**src/rtl/mtmr_pkg.sv**
```systemverilog
`timescale 1ns/1ps
package mtmr_pkg;

    // control word bit positions (shared by decode and readback)
    localparam int CTL_EN_B    = 0;
    localparam int CTL_RLD_B   = 1;
    localparam int CTL_SRC_LSB = 2;
    localparam int CTL_PSC_LSB = 4;
    localparam int CTL_OS_B    = 7;
    localparam int CTL_W       = 8;

    localparam logic [1:0] SRC_LO = 2'd0;
    localparam logic [1:0] SRC_HI = 2'd1;

    typedef struct packed {
        logic       oneshot;
        logic [2:0] psc;
        logic [1:0] src;
        logic       en;
    } ctl_t;

    function automatic ctl_t ctl_unpack(input logic [CTL_W-1:0] w);
        ctl_t c;
        c.en      = w[CTL_EN_B];
        c.src     = w[CTL_PSC_LSB-1:CTL_SRC_LSB];
        c.psc     = w[CTL_OS_B-1:CTL_PSC_LSB];
        c.oneshot = w[CTL_OS_B];
        return c;
    endfunction

    function automatic logic [CTL_W-1:0] ctl_pack(input ctl_t c);
        logic [CTL_W-1:0] w;
        w = '0;
        w[CTL_EN_B]                   = c.en;
        w[CTL_PSC_LSB-1:CTL_SRC_LSB]  = c.src;
        w[CTL_OS_B-1:CTL_PSC_LSB]     = c.psc;
        w[CTL_OS_B]                   = c.oneshot;
        return w;
    endfunction

endpackage

```
**src/rtl/mtmr_prescale.sv**
```systemverilog
`timescale 1ns/1ps
module mtmr_prescale #(
    parameter int PSC_W = 3
) (
    input  logic             clk,
    input  logic             rst_n,
    input  logic             run,
    input  logic             restart,
    input  logic [1:0]       src_sel,
    input  logic [PSC_W-1:0] code,
    input  logic             src_lo,
    input  logic             src_hi,
    output logic             tick
);
    import mtmr_pkg::*;

    localparam int DIV_W = (1 << PSC_W) - 1;

    typedef struct packed {
        logic [DIV_W-1:0] div;
    } psc_st_t;

    psc_st_t st_d, st_q;
    logic             src_on;
    logic [DIV_W-1:0] mask;

    always_comb begin
        st_d   = st_q;
        unique case (src_sel)
            SRC_LO:  src_on = src_lo;
            SRC_HI:  src_on = src_hi;
            default: src_on = 1'b0;
        endcase
        mask = ~({DIV_W{1'b1}} << code);
        tick = run && src_on && ((st_q.div & mask) == mask);
        if (!run || restart) begin
            st_d.div = '0;
        end else if (src_on) begin
            st_d.div = st_q.div + 1'b1;
        end
    end

    always_ff @(posedge clk or negedge rst_n) begin
        if (!rst_n) st_q <= '0;
        else        st_q <= st_d;
    end

    // unused source codes never produce a tick
    p_no_src_r5: assert property (@(posedge clk) disable iff (!rst_n)
        src_sel[1] |-> !tick);
    // a stopped or just restarted divider starts its phase from zero
    p_phase_r4: assert property (@(posedge clk) disable iff (!rst_n)
        (restart || !run) |=> st_q.div == '0);
    p_idle_r3: assert property (@(posedge clk) disable iff (!rst_n)
        !run |-> !tick);

endmodule

```
**src/rtl/mtmr_channel.sv**
```systemverilog
`timescale 1ns/1ps
module mtmr_channel #(
    parameter int DATA_W = 32,
    parameter int CNT_W  = 32,
    parameter int PSC_W  = 3
) (
    input  logic              clk,
    input  logic              rst_n,
    input  logic              src_lo,
    input  logic              src_hi,
    input  logic              wr_ctl,
    input  logic              wr_intv,
    input  logic              wr_cnt,
    input  logic [DATA_W-1:0] wdata,
    output logic [DATA_W-1:0] ctl_rd,
    output logic [DATA_W-1:0] intv_rd,
    output logic [DATA_W-1:0] cnt_rd,
    output logic              expire
);
    import mtmr_pkg::*;

    typedef struct packed {
        ctl_t             ctl;
        logic [CNT_W-1:0] intv;
        logic [CNT_W-1:0] cnt;
    } ch_st_t;

    ch_st_t st_d, st_q;
    logic   tick;

    mtmr_prescale #(.PSC_W(PSC_W)) u_psc (
        .clk     (clk),
        .rst_n   (rst_n),
        .run     (st_q.ctl.en),
        .restart (wr_ctl),
        .src_sel (st_q.ctl.src),
        .code    (st_q.ctl.psc),
        .src_lo  (src_lo),
        .src_hi  (src_hi),
        .tick    (tick)
    );

    always_comb begin
        st_d   = st_q;
        expire = 1'b0;
        if (wr_intv) begin
            st_d.intv = wdata[CNT_W-1:0];
        end
        if (wr_ctl) begin
            st_d.ctl = ctl_unpack(wdata[CTL_W-1:0]);
            if (wdata[CTL_RLD_B]) begin
                st_d.cnt = st_q.intv;
            end
        end else if (wr_cnt) begin
            st_d.cnt = wdata[CNT_W-1:0];
        end else if (tick) begin
            if (st_q.cnt <= CNT_W'(1)) begin
                expire = 1'b1;
                if (st_q.ctl.oneshot) begin
                    st_d.cnt    = '0;
                    st_d.ctl.en = 1'b0;
                end else begin
                    st_d.cnt = st_q.intv;
                end
            end else begin
                st_d.cnt = st_q.cnt - 1'b1;
            end
        end
    end

    always_ff @(posedge clk or negedge rst_n) begin
        if (!rst_n) st_q <= '0;
        else        st_q <= st_d;
    end

    assign ctl_rd  = DATA_W'(ctl_pack(st_q.ctl));
    assign intv_rd = DATA_W'(st_q.intv);
    assign cnt_rd  = DATA_W'(st_q.cnt);

    p_hold_r3: assert property (@(posedge clk) disable iff (!rst_n)
        (!tick && !wr_ctl && !wr_cnt) |=> $stable(st_q.cnt));
    p_dec_r3: assert property (@(posedge clk) disable iff (!rst_n)
        (tick && !wr_ctl && !wr_cnt && st_q.cnt > CNT_W'(1))
        |=> st_q.cnt == $past(st_q.cnt) - 1'b1);
    p_reload_r6: assert property (@(posedge clk) disable iff (!rst_n)
        (tick && !wr_ctl && !wr_cnt && st_q.cnt <= CNT_W'(1) && !st_q.ctl.oneshot)
        |=> (st_q.cnt == $past(st_q.intv)) && st_q.ctl.en);
    p_single_r7: assert property (@(posedge clk) disable iff (!rst_n)
        (tick && !wr_ctl && !wr_cnt && st_q.cnt <= CNT_W'(1) && st_q.ctl.oneshot)
        |=> (st_q.cnt == '0) && !st_q.ctl.en);
    p_arl_r8: assert property (@(posedge clk) disable iff (!rst_n)
        (wr_ctl && wdata[CTL_RLD_B]) |=> st_q.cnt == $past(st_q.intv));
    p_load_r9: assert property (@(posedge clk) disable iff (!rst_n)
        (wr_cnt && !wr_ctl) |=> st_q.cnt == $past(wdata[CNT_W-1:0]));

endmodule

```
**src/rtl/mtmr_irq.sv**
```systemverilog
`timescale 1ns/1ps
module mtmr_irq #(
    parameter int NUM_CH = 2
) (
    input  logic              clk,
    input  logic              rst_n,
    input  logic              wr_ie,
    input  logic              wr_sts,
    input  logic [NUM_CH-1:0] wdata,
    input  logic [NUM_CH-1:0] expire,
    output logic [NUM_CH-1:0] ie_rd,
    output logic [NUM_CH-1:0] sts_rd,
    output logic              irq
);
    typedef struct packed {
        logic [NUM_CH-1:0] ie;
        logic [NUM_CH-1:0] sts;
    } irq_st_t;

    irq_st_t st_d, st_q;

    always_comb begin
        st_d = st_q;
        if (wr_ie) begin
            st_d.ie = wdata;
        end
        if (wr_sts) begin
            st_d.sts = st_q.sts & ~wdata;
        end
        st_d.sts = st_d.sts | expire;
    end

    always_ff @(posedge clk or negedge rst_n) begin
        if (!rst_n) st_q <= '0;
        else        st_q <= st_d;
    end

    assign ie_rd  = st_q.ie;
    assign sts_rd = st_q.sts;
    assign irq    = |(st_q.sts & st_q.ie);

    for (genvar i = 0; i < NUM_CH; i++) begin : g_chk
        p_set_r10: assert property (@(posedge clk) disable iff (!rst_n)
            expire[i] |=> st_q.sts[i]);
        p_clr_r10: assert property (@(posedge clk) disable iff (!rst_n)
            (wr_sts && wdata[i] && !expire[i]) |=> !st_q.sts[i]);
        p_keep_r10: assert property (@(posedge clk) disable iff (!rst_n)
            (st_q.sts[i] && !(wr_sts && wdata[i])) |=> st_q.sts[i]);
    end

    p_irq_src_r11: assert property (@(posedge clk) disable iff (!rst_n)
        irq |-> (st_q.sts != '0));

endmodule

```
**src/rtl/multi_timer.sv**
```systemverilog
`timescale 1ns/1ps
module multi_timer #(
    parameter int NUM_CH = 2,
    parameter int ADDR_W = 8,
    parameter int DATA_W = 32,
    parameter int CNT_W  = 32,
    parameter int PSC_W  = 3
) (
    input  logic              clk,
    input  logic              rst_n,
    input  logic [ADDR_W-1:0] bus_addr,
    input  logic              bus_we,
    input  logic [DATA_W-1:0] bus_wdata,
    output logic [DATA_W-1:0] bus_rdata,
    input  logic              clk_en_lo,
    input  logic              clk_en_hi,
    output logic              irq
);
    localparam int OFF_IE    = 'h00;
    localparam int OFF_STS   = 'h04;
    localparam int CH_BASE   = 'h10;
    localparam int CH_STRIDE = 'h10;
    localparam int OFF_CTL   = 'h0;
    localparam int OFF_INTV  = 'h4;
    localparam int OFF_CNT   = 'h8;

    logic [NUM_CH-1:0] expire;
    logic [NUM_CH-1:0] ie_rd, sts_rd;
    logic [DATA_W-1:0] ctl_rd  [NUM_CH];
    logic [DATA_W-1:0] intv_rd [NUM_CH];
    logic [DATA_W-1:0] cnt_rd  [NUM_CH];
    logic              wr_ie, wr_sts;

    assign wr_ie  = bus_we && (bus_addr == ADDR_W'(OFF_IE));
    assign wr_sts = bus_we && (bus_addr == ADDR_W'(OFF_STS));

    for (genvar c = 0; c < NUM_CH; c++) begin : g_ch
        localparam int BASE = CH_BASE + CH_STRIDE * c;
        logic wr_ctl, wr_intv, wr_cnt;
        assign wr_ctl  = bus_we && (bus_addr == ADDR_W'(BASE + OFF_CTL));
        assign wr_intv = bus_we && (bus_addr == ADDR_W'(BASE + OFF_INTV));
        assign wr_cnt  = bus_we && (bus_addr == ADDR_W'(BASE + OFF_CNT));

        mtmr_channel #(
            .DATA_W (DATA_W),
            .CNT_W  (CNT_W),
            .PSC_W  (PSC_W)
        ) u_ch (
            .clk     (clk),
            .rst_n   (rst_n),
            .src_lo  (clk_en_lo),
            .src_hi  (clk_en_hi),
            .wr_ctl  (wr_ctl),
            .wr_intv (wr_intv),
            .wr_cnt  (wr_cnt),
            .wdata   (bus_wdata),
            .ctl_rd  (ctl_rd[c]),
            .intv_rd (intv_rd[c]),
            .cnt_rd  (cnt_rd[c]),
            .expire  (expire[c])
        );
    end

    mtmr_irq #(.NUM_CH(NUM_CH)) u_irq (
        .clk    (clk),
        .rst_n  (rst_n),
        .wr_ie  (wr_ie),
        .wr_sts (wr_sts),
        .wdata  (bus_wdata[NUM_CH-1:0]),
        .expire (expire),
        .ie_rd  (ie_rd),
        .sts_rd (sts_rd),
        .irq    (irq)
    );

    always_comb begin
        bus_rdata = '0;
        if (bus_addr == ADDR_W'(OFF_IE))  bus_rdata = DATA_W'(ie_rd);
        if (bus_addr == ADDR_W'(OFF_STS)) bus_rdata = DATA_W'(sts_rd);
        for (int c = 0; c < NUM_CH; c++) begin
            if (bus_addr == ADDR_W'(CH_BASE + CH_STRIDE * c + OFF_CTL))  bus_rdata = ctl_rd[c];
            if (bus_addr == ADDR_W'(CH_BASE + CH_STRIDE * c + OFF_INTV)) bus_rdata = intv_rd[c];
            if (bus_addr == ADDR_W'(CH_BASE + CH_STRIDE * c + OFF_CNT))  bus_rdata = cnt_rd[c];
        end
    end

    // nothing can request an interrupt straight out of reset
    p_reset_r1: assert property (@(posedge clk)
        $rose(rst_n) |-> !irq);

endmodule

```
**config.mk**
```make
export PLATFORM = sky130hd
export DESIGN_NAME = multi_timer
export DESIGN_NICKNAME = d
export VERILOG_FILES = /design/src/rtl/mtmr_pkg.sv /design/src/rtl/mtmr_prescale.sv /design/src/rtl/mtmr_channel.sv /design/src/rtl/mtmr_irq.sv /design/src/rtl/multi_timer.sv
export SDC_FILE = /design/constraint.sdc
export NUM_CORES = 1
export LEC_CHECK = 0
export BUFFER_PORTS_ARGS = -buffer_cell sky130_fd_sc_hd__clkbuf_2
export CAP_MARGIN = 20
export CORE_MARGIN = 3
export CORE_UTILIZATION = 50
export DETAILED_ROUTE_END_ITERATION = 10
export HOLD_SLACK_MARGIN = 0.15
export PLACE_DENSITY = 0.73
export SETUP_SLACK_MARGIN = 0.5
export SLEW_MARGIN = 30
export SYNTH_ARGS = -nofsm -noshare
export SYNTH_HDL_FRONTEND = slang
export SYNTH_SLANG_ARGS = --single-unit
```
**constraint.sdc**
```tcl
create_clock -name clk -period 4.05 [get_ports clk]
set_clock_uncertainty 0.2 [all_clocks]
set_input_delay 0.81 -clock clk [delete_from_list [all_inputs] [get_ports clk]]
set_output_delay 0.81 -clock clk [all_outputs]
set_load 0.01 [all_outputs]
```
After elaboration in Yosys (flattened, before gate mapping)
Index checks and enable logic that the tools add are counted.
- bitwise logic cells: 8
- reduce and logical (&&, ||, !) cells: 34
- order comparisons: 2
- $add $sub $neg: 4
- shift operators: 2
- mux-type cells: 45
- multiply operators: 0
- divide/modulo/power cells: 0
- equal/unequal tests: 15
- operator list (kind ; count):
    two-way mux 32 bit ; 19
    <= comparator 32 x 1 -> 1 bit, second input constant ; 2
    subtractor 32 x 1 -> 32 bit, second input constant ; 2
    two-way mux 7 bit ; 4
    == test 8 x 5 -> 1 bit, second input constant ; 3
    == test 8 x 6 -> 1 bit, second input constant ; 3
    two-way mux 1 bit ; 18
    nonzero test 2 bit ; 8
    adder 7 x 1 -> 7 bit, second input constant ; 2
    AND 7 bit ; 2
    == test 7 bit ; 2
    NOT 7 bit ; 2
    left shift 7 x 3 -> 7 bit, first input constant ; 2
    logical AND 1 bit ; 12
    == test 8 x 3 -> 1 bit, second input constant ; 1
    logical NOT 8 bit ; 1
    inequality test 2 bit, second input constant ; 4
    AND reduction 4 bit ; 2
    nonzero test 3 bit ; 2
    AND 2 bit ; 2
    == test 2 x 1 -> 1 bit, second input constant ; 2
    logical NOT 2 bit ; 2
    two-way mux 2 bit ; 2
    case mux 1 bit (2 select lines) ; 2
    6 further kinds ; 9
- bits in latches: 0
- bits in registers: 160
- RAM bits: 0
- bits in read-only memories: 0
- bits of input ports: 45
- output and inout bits: 33
- memories kept: 0

Longest topological paths before layout
Gate-level depths: netlist of the first run.
- depth after elaboration: 9
- gate-level depth with buffers: 11

Hierarchy
A second synthesis of the first run with hierarchy kept.
- cell total of the unflattened synthesis: 1279
- area, all modules: 11414.7 µm²
- by module, submodules not included (module ; instances ; area each (µm²) ; cells an instance):
    mtmr_channel ; 2 ; 4246.6 ; 435
    multi_timer ; 1 ; 1931.9 ; 304
    mtmr_prescale ; 2 ; 414.1 ; 47
    mtmr_irq ; 1 ; 161.4 ; 11

Worst setup path after synthesis of the first run
No wires, ideal clock.
- kind: input to output
- start point: in bus_addr[5]
- end point: out bus_rdata[29]
- buffers on the path: 2
- arrival: 2.556 ns
- stages on the path: 6
- setup slack: 0.484 ns
- data required time: 3.040 ns
- cell sequence: nor4b_1 -> and3_1 -> clkbuf_1 -> clkbuf_1 -> a222oi_1 -> a21oi_1
- cells in the longest elaborated chain, start to end: 7
- elaborated cells between the ends (all ways): 12
- classes of those cells: eq/ne (6); mux (6)
- RTL lines (element ; RTL line ; text):
    start: declaration ; multi_timer.sv:11 ; input logic [ADDR_W-1:0] bus_addr,
    == test 8 x 5 -> 1 bit ; multi_timer.sv:81 ; if (bus_addr == ADDR_W'(CH_BASE + CH_STRIDE * c + OFF_CTL)) bus_rdata = ctl_rd[c];
    two-way mux 32 bit ; multi_timer.sv:81 ;
    two-way mux 32 bit ; multi_timer.sv:82 ; if (bus_addr == ADDR_W'(CH_BASE + CH_STRIDE * c + OFF_INTV)) bus_rdata = intv_rd[c];
    two-way mux 32 bit ; multi_timer.sv:83 ; if (bus_addr == ADDR_W'(CH_BASE + CH_STRIDE * c + OFF_CNT)) bus_rdata = cnt_rd[c];
    two-way mux 32 bit ; multi_timer.sv:81 ;
    two-way mux 32 bit ; multi_timer.sv:82 ;
    two-way mux 32 bit (*) ; multi_timer.sv:83 ;
    end: declaration ; multi_timer.sv:14 ; output logic [DATA_W-1:0] bus_rdata,
Every way passes the cells marked *; elsewhere a longest branch is shown, timed or not.

Worst setup path after layout of the first run
Same ends and word-level chain as after synthesis.

==> results of run 1 <==
## where the power goes
part	internal, uW	switching, uW
Clock	1190	655
Sequential	1740	271
Combinational	309	399
Total	3240	1320
## metal layers
layer,up-vias,track usage (%),routed length [um]
met5,-,0,0
met2,583,46.9,15000
met3,71,5.87,3670
li1,4265,-,-
met4,0,9.41,922
met1,4679,45.9,14100
## sequential cells by signal (all words and copies together) (netlist names)
signal                flops
g_ch.u_ch.u_psc.st_q     14
g_ch.u_ch.ctl_rd         14
u_irq.ie_rd               2
g_ch.u_ch.intv_rd        64
u_irq.sts_rd              2
g_ch.u_ch.cnt_rd         64
## how the worst min path moves through the flow
stage | start | to | slack [ns] | depth (start not counted)
6_report | rst_n | g_ch[0].u_ch.intv_rd[17] | 0.17 | 1
3_5_place_dp | g_ch[1].u_ch.cnt_rd[24] | g_ch[1].u_ch.cnt_rd[24] | 0.32 | 1
5_1_grt | rst_n | g_ch[0].u_ch.intv_rd[17] | 0.21 | 1
2_1_floorplan | g_ch[1].u_ch.cnt_rd[24] | g_ch[1].u_ch.cnt_rd[24] | 0.28 | 1
3_3_place_gp | g_ch[1].u_ch.cnt_rd[24] | g_ch[1].u_ch.cnt_rd[24] | 0.30 | 1
4_1_cts | rst_n | g_ch[0].u_ch.intv_rd[17] | 0.21 | 1
## Yosys cell counts, drive strengths merged, types with 14 or more instances
cell type / number
dfrtp: 160
nor2: 136
nand2: 118
mux2: 67
o21ai: 62
a21oi: 60
clkbuf: 53
a222oi: 37
nor3: 34
xor2: 31
a221oi: 29
o31ai: 29
nand3: 25
a22oi: 23
xnor2: 20
buf: 17
nand4: 14
nor4: 14
## through the flow
stage	cells	instance area (sq um)	hold WS [ns]	util, %
floorplan	1089	9820	0.279	-
global placement	1397	10600	0.301	55.9
detailed placement	1397	10600	0.317	55.9
CTS	1429	11300	0.208	59.5
global route	1429	11300	0.210	59.6
finish	1429	11300	0.166	59.6
## repair_timing
| action | 4_1_cts | 5_1_grt |
|---|---|---|
| endpoints found under the setup margin | 11 | 21 |
| pin swaps | 3 | 0 |
| resized for setup | 4 | 5 |
## worst register-to-register path, stage by stage (launching register included)
cell      delay [ns]
dfrtp_1         0.46
or4_4           0.59
or4b_4          0.59
or4_4           0.62
o31ai_4         0.19
buf_4           0.32
a221oi_1        0.18
nor2_1          0.15
## layout make-up
type                       count  share of cell area (%)
clock buffer                  22                    4.10
multi-input combinational    848                    48.9
sequential                   160                    35.3
inverter                      11                   0.364
clock inverter                10                    1.82
tap                          260                    2.87
timing repair buffer         118                    6.65
## kinds of logic after synthesis
| logic type | synth area share (%) |
|---|---|
| AO/OA/AOI/OAI | 22.3 |
| multiplexers | 8.30 |
| XOR/XNOR | 4.55 |
| AND/OR/NAND/NOR | 19.9 |
| buffers and inverters | 3.39 |
| flip-flops | 40.8 |
| adder cells (fa/ha/maj) | 0.765 |
==> results.md, run 1 <==
- Register area: 4000 sq um
- All-Layer GR Usage: 31.1%
- Register area share after synthesis: about two fifths
- Gpl congestion: 1.01
- Max-slew headroom: 49.0%
- Fin Setup TNS: 0 ns
- Final antenna-violating net count: 0
- Root Buffer: clkbuf_16
- Die W: 146 um
- Dpl hpwl: 24,300 um
- CP required: 3.04 ns
- Period utilization: a little under nine tenths
- First-pass GRT wire length: 52,300 um
- Average footprint of a synthesized cell: around 9 sq um
- DRC: 0
- Unrepaired setup endpoints after global routing: false
- R2r worst-path depth: 7
- CP dominant cell by count: clkbuf_2
- Top-area cell type share of the netlist area: 40.8%
- Most frequent cells in the layout: dfrtp_1 (160), nor2_1 (133), nand2_1 (118), clkbuf_2 (76), mux2_2 (67)
- Core area: between 15,000 and 20,000 sq um
- # fillers: 1,700
- Largest net degree at the start of global routing: 70
- Asr flop ratio synth: 100%
- Worst vdd ir: about 310 uV
- Cells after Synth: 1,089
- Initial antenna violation count: 1
- Tmin final: about 3.4 ns
- Launching point of the worst reg2reg path: g_ch[1].u_ch.cnt_rd[22]
- Max frequency: 290 MHz
- Overall Power: approximately 4600 uW
- CTS max path bufs: 2
- Slew Limit Fails: 0
- Num rows: 50
- WL/cell: around 24 um
- Syn-to-layout area delta: 15.5%
- IO Pins: 78
- Hold-fix buffers at CTS: 0
- Final setup violation count: 0
- Setup slack, reg-to-reg: 0.67 ns
- Area leader, netlist: dfrtp_1
- Capture point of the worst reg-to-reg path: g_ch[1].u_ch.cnt_rd[12]
- Clock slew at reported path FFs: roughly 0.06 ns
- Commonest non-fill, non-tap cell in the layout: dfrtp_1
- Final hold viol count: 0
- Average vias per placed instance: 6.72
- Synthesized Nets: 1,140
- Max-cap violation count: 0
- Power Density: 402 nW/um^2
- Die ar.: 21,300 sq um
- HP Class: in2async
- Drt first-iter violations: 1,710
- Initial Util: approximately half
- Fin nets: 1,207
- Ant diodes: 0
- CP max-delay cell: or4b_4
- Yosys Warn Count: 0
- Htree depth: 4
- Layout cells sized above 1: 21.0%
- PortBufs: 77
- Initial DRT Pass Iterations: 8
- Vias in the first global route: 8,857
- Total grt overflow: 0
- CP max FO: 31
- Die Y: between 100 and 150 um
- Num CTS Buffers: 17
- Mapped Area: 9810 sq um
- Clk_lat worst skew: ~0.44 ns
- Arr. time, crit path: 2.43 ns
- Netlist cell types: 69
- CTS tree: built
- Crit start category: input pin
- Post CTS Setup Buffer Count: 0
- Worst Max-Slew Pin Slew: about 0.76 ns
- Pre-CTS setup slack: 0.409 ns
- CP Buf/Inv Count: 3
- Yosys reg bits: 160
- Largest cells by area after synthesis: dfrtp_1 (41%), mux2_2 (7.7%), nor2_1 (5.2%)
- Multi-input logic area: 5540 sq um
- Largest delay share family, worst path: simple AND/OR/NAND/NOR gates
- WP depth: 7
- Leak: 0.00502 uW
- Number of enable flip-flop cells after synthesis: 0
- Worst Setup End Kind: primary output
- Slowest stage delay, CP: 0.59 ns
- WS Path Type: in2out
- Worst setup path startpoint: bus_addr[5]
- Clock sinks: 160
- Status: completed
- Crit-path cells: clkbuf_2 > or4b_4 > nor2_4 > buf_12 > a222oi_1 > a21oi_1 > clkbuf_2
- Setup crit end: bus_rdata[29]
- Worst Slack Setup Final: around 0.61 ns
- Vias: 9,598
- Main flop type after synthesis: dfrtp_1
- WL final: between 30,000 and 40,000 um
(Power assumes the default switching activity.)
==> run 2: changes to the inputs <==
CTS_BUF_LIST = sky130_fd_sc_hd__clkbuf_8   (was unset)
SYNTH_HIERARCHICAL = 1   (was unset)
==> run 2 against run 1 <==
Against the previous run:
- global-route usage is 0.13 points higher
- die area is 16% higher
- first-iteration DRC count shrank 21%
- critical path depth is 1 higher
- largest cell class unchanged
- largest power group unchanged
==> results.md, run 2 <==
- Clock sinks: 160
- Crit-path cells: clkbuf_2 > or4b_4 > nor2_4 > buf_4 > buf_4 > a2bb2oi_1 > a21oi_1 > clkbuf_2
- Worst vdd ir: 205 uV
- Num rows: 54
- Final setup violation count: 0
- HP Class: reg2reg
- Synth top cells by count: dfrtp_1 (160), nor2_1 (135), nand2_1 (75)
- Launching point of the worst reg2reg path: g_ch[1].u_ch/cnt_rd[8]
- CP required: between 3 and 4 ns
- Core area: 22,100 sq um
- Layout cells sized above 1: 22.9%
- Largest delay share family, worst path: simple AND/OR/NAND/NOR gates
- Drt first-iter violations: 1,345
- Crit start category: input pin
- IO Pins: 78
- Most frequent cell after synthesis: dfrtp_1
- Die Y: 157 um
- Largest cells by area after synthesis: dfrtp_1 (35%), mux2_2 (7.1%), nor2_1 (4.4%)
- Commonest non-fill, non-tap cell in the layout: dfrtp_1
- Leak: 0.00550 uW
- Area leader, netlist: dfrtp_1
- Slew Limit Fails: 0
- Register area share after synthesis: 35.1%
- Net Sw Frac: 37.6%
- Initial Util: about half
- Vias: 11,100
- Htree depth: 4
- Initial DRT Pass Iterations: 8
- First-pass GRT wire length: 59,900 um
- Vias in the first global route: 10,400
- Sequential share of power: 47.9%
- Average footprint of a synthesized cell: 8.92 sq um
- Arr. time, crit path: 2.57 ns
- Max-cap violation count: 0
- Clk_lat worst skew: 0.48 ns
- Worst Max-Slew Pin Slew: 0.891 ns
- Top-area cell type share of the netlist area: 35.1%
- Root Buffer: clkbuf_8
- Combinational power share: 26.6%
- Number of enable flip-flop cells after synthesis: 0
- WL final: 38,600 um
- Final antenna-violating net count: 0
- Largest net degree at the start of global routing: 67
- Die W: between 150 and 200 um
- Final hold viol count: 0
- Sw Pwr: 1950 uW
- Total grt overflow: 0
- Power Density: 409 nW/um^2
- CP max-delay cell: or4b_4
- CP max FO: 9
- WS Path Type: in2out
- CP Buf/Inv Count: 4
- Clock slew at reported path FFs: 0.08 ns
- CTS tree: built
- Most frequent cells in the layout: dfrtp_1 (160), nor2_1 (130), clkbuf_2 (75), nand2_1 (74), mux2_2 (72)
- Mapped Area: 11,400 sq um
- Die ar.: 24,700 sq um
- Worst setup path startpoint: bus_addr[7]
- CTS max path bufs: 2
- Max-slew headroom: 40.5%
- Initial antenna violation count: 0
- Hold Crit Start: u_irq/sts_rd[0]
- Dpl hpwl: 27,700 um
- Yosys Warn Count: 6
- Syn-to-layout area delta: 11.0%
- Worst Setup End Kind: primary output
- Gpl congestion: 0.972
- Average vias per placed instance: 6.82
- Tmin final: 3.58 ns
- Register area: 4000 sq um
- Cells after Synth: approximately 1,300
- Worst Slack Setup Final: 0.469 ns
- Yosys reg bits: 160
- Unrepaired setup endpoints after global routing: true
- All-Layer GR Usage: around 31%
- Clock power frac: 25.5%
- Ant diodes: 0
- PortBufs: 77
- Fin Setup TNS: 0 ns
- Main flop type after synthesis: dfrtp_1
- Max frequency: 279 MHz
- Status: completed
- Netlist cell types: 77
- Pre-CTS setup slack: 0.216 ns
- WL/cell: around 24 um
- Fin nets: 1,390
- Num CTS Buffers: 17
- Multi-input logic area: 6840 sq um
- Asr flop ratio synth: 100%
- DRC: 0
- Slowest stage delay, CP: 0.59 ns
- # fillers: 1,973
- Pint: 3230 uW
- Period utilization: between 80% and 90%
## run 2: path summary, 6_finish.rpt
path                       cells after the start  slack (ns)                          to
min                                            1        0.33             u_irq/sts_rd[0]
max reg2reg                                    5        0.70     g_ch[1].u_ch/cnt_rd[29]
max                                            8        0.47                bus_rdata[0]
min reg2reg                                    1        0.33             u_irq/sts_rd[0]
max in group asynchronous                      3        2.15     g_ch[1].u_ch/cnt_rd[15]
min in group asynchronous                      2        0.71  g_ch[1].u_ch/u_psc/st_q[3]
## run 2: logic make-up (layout without fill, tap and decap cells)
| logic type | count (synthesis) | count (layout) | share of synthesized area [%] |
|---|---|---|---|
| DFF | 160 | 160 | 35.1 |
| AOI/OAI and AO/OA | 402 | 402 | 25.2 |
| xor gates and xnor gates | 42 | 42 | 3.22 |
| adders and majority gates | 6 | 6 | 0.658 |
| muxes | 95 | 95 | 9.27 |
| other | 2 | 50 | 0.0658 |
| and+or+nand+nor | 406 | 406 | 18.7 |
| buffers and inverters | 166 | 191 | 7.87 |
## run 2: power groups by stage
stage / logic (uW) / registers, uW / clock network (uW)
final: 1380 / 2480 / 1320
after global routing: 1530 / 2530 / 1420
after CTS: 1350 / 2460 / 1350
after detailed placement: 1330 / 2490 / 0
after global placement: 1300 / 2480 / 0
after floorplan: 1110 / 2220 / 0
## run 2: layout make-up
| class | count | area share, % |
|---|---|---|
| clock buffer | 18 | 1.96 |
| sequential | 160 | 31.6 |
| inverter | 12 | 0.355 |
| tap | 280 | 2.76 |
| multi-input combinational | 1001 | 54.0 |
| clock inverter | 14 | 1.50 |
| timing repair buffer | 147 | 7.81 |
## run 2: worst register-to-register path, stage by stage (launching register included)
cell and delay (ns):
dfrtp_1 0.47, or4_1 0.64, or3_1 0.60, or4_4 0.73, o41ai_1 0.49, a221o_1 0.17
## run 2: layer usage
metal / GRT usage (%) / wire length, um
met4: 12.4 / 1610
met2: 49.6 / 17600
met1: 42.8 / 15600
met5: 0 / 0
met3: 5.33 / 3760
## run 2: timing repair
item,4_1_cts,5_1_grt
pin swaps,1,4
gates resized for setup,7,18
endpoints found under the setup margin,25,30
buffers inserted,0,7
hold buffers,1,0
hold endpoints to repair,14,0
## run 2: stage by stage
| stage | area (sq um) | std cells | utilization (%) | power, uW | hold slack [ns] |
|---|---|---|---|---|---|
| after global placement | 12000 | 1592 | 54.5 | 3790 | 0.289 |
| after CTS | 12500 | 1625 | 56.7 | 5160 | 0.317 |
| after global routing | 12700 | 1632 | 57.4 | 5480 | 0.342 |
| after detailed placement | 12000 | 1592 | 54.5 | 3830 | 0.298 |
| final | 12700 | 1632 | 57.4 | 5180 | 0.326 |
| after floorplan | 11600 | 1327 | - | 3330 | 0.272 |
==> run 3: changes to the inputs <==
--- a/config.mk
+++ b/config.mk
@@ -14,5 +14,5 @@
 export HOLD_SLACK_MARGIN = 0.15
 export PLACE_DENSITY = 0.73
-export SETUP_SLACK_MARGIN = 0.5
+export SETUP_SLACK_MARGIN = 0.05
 export SLEW_MARGIN = 30
 export SYNTH_ARGS = -nofsm -noshare
==> constraint.sdc (replaced) <==
create_clock -name clk -period 4.05 [get_ports clk]
set_clock_uncertainty 0.2 [all_clocks]
set_input_delay 0.405 -clock clk [delete_from_list [all_inputs] [get_ports clk]]
set_output_delay 0.405 -clock clk [all_outputs]
set_load 0.01 [all_outputs]
==> run 3 against run 2 <==
Against the previous run:
- largest power group unchanged
- sequential power barely moved
- setup slack improved by 0.12 ns
- largest cell class unchanged
- hold slack got worse by 0.14 ns
- routed wire length rose by 1.6%
- final cell count rose by 0.31%
- sequential share of layout area rose by 0.17 points
- global-route usage rose by 0.24 points
- critical endpoint is now bus_rdata[8]
- via count fell by 0.57%
- clock power fell by 9.8%
- combinational power barely moved
==> results.md, run 3 (same netlist as run 2, synthesis figures left out) <==
- Worst Hold Path Cells: 2
- Num rows: 54
- Num CTS Buffers: 17
- Htree depth: 4
- All-Layer GR Usage: about a third
- Leak: 0.00545 uW
- Dpl hpwl: 27,500 um
- Layout cells sized above 1: 20.1%
- WHS Endpoint: g_ch[1].u_ch/ctl_rd[2]
- # fillers: 2,017
- Combinational power share: 27.5%
- Hold Crit Start: bus_wdata[2]
- Vias: roughly 11,000
- CTS tree: built
- Sequential share of power: 48.8%
- Drt first-iter violations: 1,347
- PortBufs: 77
- Arr. time, crit path: 2.86 ns
- Pint: 3100 uW
- Root Buffer: clkbuf_8
- WP depth: 7
- IO Pins: 78
- First-pass GRT wire length: 60,300 um
- Largest net degree at the start of global routing: 91
- CP dominant cell by count: clkbuf_2
- Final antenna-violating net count: 0
- Max-slew headroom: 36.8%
- Initial DRT Pass Iterations: 6
- Register area: about 4000 sq um
- Ant diodes: 0
- Unrepaired setup endpoints after global routing: false
- Net Sw Frac: just under 40%
- CP max FO: 19
- Average vias per placed instance: 6.76
- Status: completed
- Gpl congestion: 0.974
- Commonest non-fill, non-tap cell in the layout: dfrtp_1
- Vias in the first global route: between 10,000 and 15,000
- Clock slew at reported path FFs: 0.09 ns
- Die Y: between 150 and 200 um
- Slew Limit Fails: 0
- Slowest stage delay, CP: 0.57 ns
- Core area: approximately 22,000 sq um
- WS Path Type: in2out
- Clk_lat worst skew: 0.48 ns
- Worst Setup End Kind: primary output
- Worst Max-Slew Pin Slew: 0.945 ns
- Clock power frac: 23.7%
- WL final: 39,200 um
- Post CTS Setup Buffer Count: 0
- Most frequent cells in the layout: dfrtp_1 (160), nor2_1 (132), clkbuf_2 (76), nand2_1 (75), mux2_2 (72)
- Setup slack, reg-to-reg: 0.62 ns
- Initial antenna violation count: 0
- Power Density: around 400 nW/um^2
- Die ar.: roughly 25,000 sq um
- Sw Pwr: a little under 2000 uW
- Worst vdd ir: roughly 270 uV
- Final setup violation count: 0
- Period utilization: a little under nine tenths
- Tmin final: between 3 and 4 ns
- Final Core Density: 57.1%
- Fin Setup TNS: 0 ns
- Max-cap violation count: 0
- WL/cell: 24.0 um
- Crit-path cells: clkbuf_2 > buf_4 > or4b_1 > nor2_2 > a222oi_1 > a21oi_1 > clkbuf_2
- Final hold viol count: 0
- Initial Util: 51.7%
- DRC: 0
- CP Buf/Inv Count: 3
- Syn-to-layout area delta: 10.4%
- Largest delay share family, worst path: simple AND/OR/NAND/NOR gates
- HP Class: in2reg
- R2r worst-path depth: 9
- Fin nets: 1,396
- Launching point of the worst reg2reg path: g_ch[0].u_ch/ctl_rd[2]
- CP max-delay cell: nor2_2
- Multi-input logic area: 6760 sq um
- Crit start category: input pin
- Capture point of the worst reg-to-reg path: g_ch[0].u_ch/cnt_rd[31]
- Clock sinks: 160
- Total grt overflow: 0
- CP required: 3.44 ns
- CTS max path bufs: 2
- Max frequency: between 200 and 300 MHz
- Die W: around 160 um
run 3: cell count changes in the layout (fill, tap and decap cells not counted), sizes merged:
| cell | before | now |
|---|---|---|
| buf | 71 | 45 |
| bufinv | 4 | 2 |
| clkbuf | 93 | 94 |
| clkinv | 3 | 6 |
| clkinvlp | 3 | 1 |
| dlygate4sd3 | 1 | 31 |
| inv | 16 | 17 |
run 3: final cells by class:
type,instances,area share [%]
Multi-Input combinational cell,1001,53.6
Sequential cell,160,31.8
Timing Repair Buffer,153,8.47
Tap cell,280,2.78
Clock buffer,17,1.86
Clock inverter,14,1.13
Inverter,12,0.357
run 3: worst max path at each step:
stage,from,to
finish,bus_addr[3],bus_rdata[8]
floorplan,bus_addr[7],g_ch[0].u_ch/cnt_rd[31]
global route,g_ch[0].u_ch/ctl_rd[2],g_ch[0].u_ch/cnt_rd[19]
global placement,bus_addr[7],g_ch[0].u_ch/cnt_rd[21]
detailed placement,bus_addr[7],g_ch[0].u_ch/cnt_rd[21]
CTS,g_ch[0].u_ch/cnt_rd[16],g_ch[0].u_ch/cnt_rd[29]
run 3: stage by stage:
step | instance area, sq um | instances | total power [uW] | setup slack, ns | hold slack, ns
floorplan | 11600 | 1327 | 3330 | 0.764 | -0.0906
global placement | 11900 | 1575 | 3760 | 0.565 | 0.298
detailed placement | 11900 | 1575 | 3790 | 0.500 | 0.298
CTS | 12600 | 1637 | 5010 | 0.712 | 0.158
global route | 12600 | 1637 | 5310 | 0.513 | 0.159
finish | 12600 | 1637 | 5040 | 0.586 | 0.188
run 3: routing by layer:
metal  track usage, %  vias up  wire [um]
met5                0        -          0
met4             14.1        0       1880
met3             5.14      108       3760
met2             48.3      723      17500
met1             44.0     5312      16100
li1                 -     4925          -
run 3: what timing repair did:
action	CTS	global route
endpoints found under the setup margin	0	0
hold endpoints to repair	165	0
hold buffers	31	0
gates resized for setup	0	0
run 3: power by group through the flow:
stage | combinational, uW | sequential [uW] | clock (uW)
6_report | 1380 | 2460 | 1190
2_1_floorplan | 1110 | 2220 | 0
4_1_cts | 1360 | 2440 | 1210
3_5_place_dp | 1320 | 2470 | 0
3_3_place_gp | 1300 | 2460 | 0
5_1_grt | 1530 | 2510 | 1280
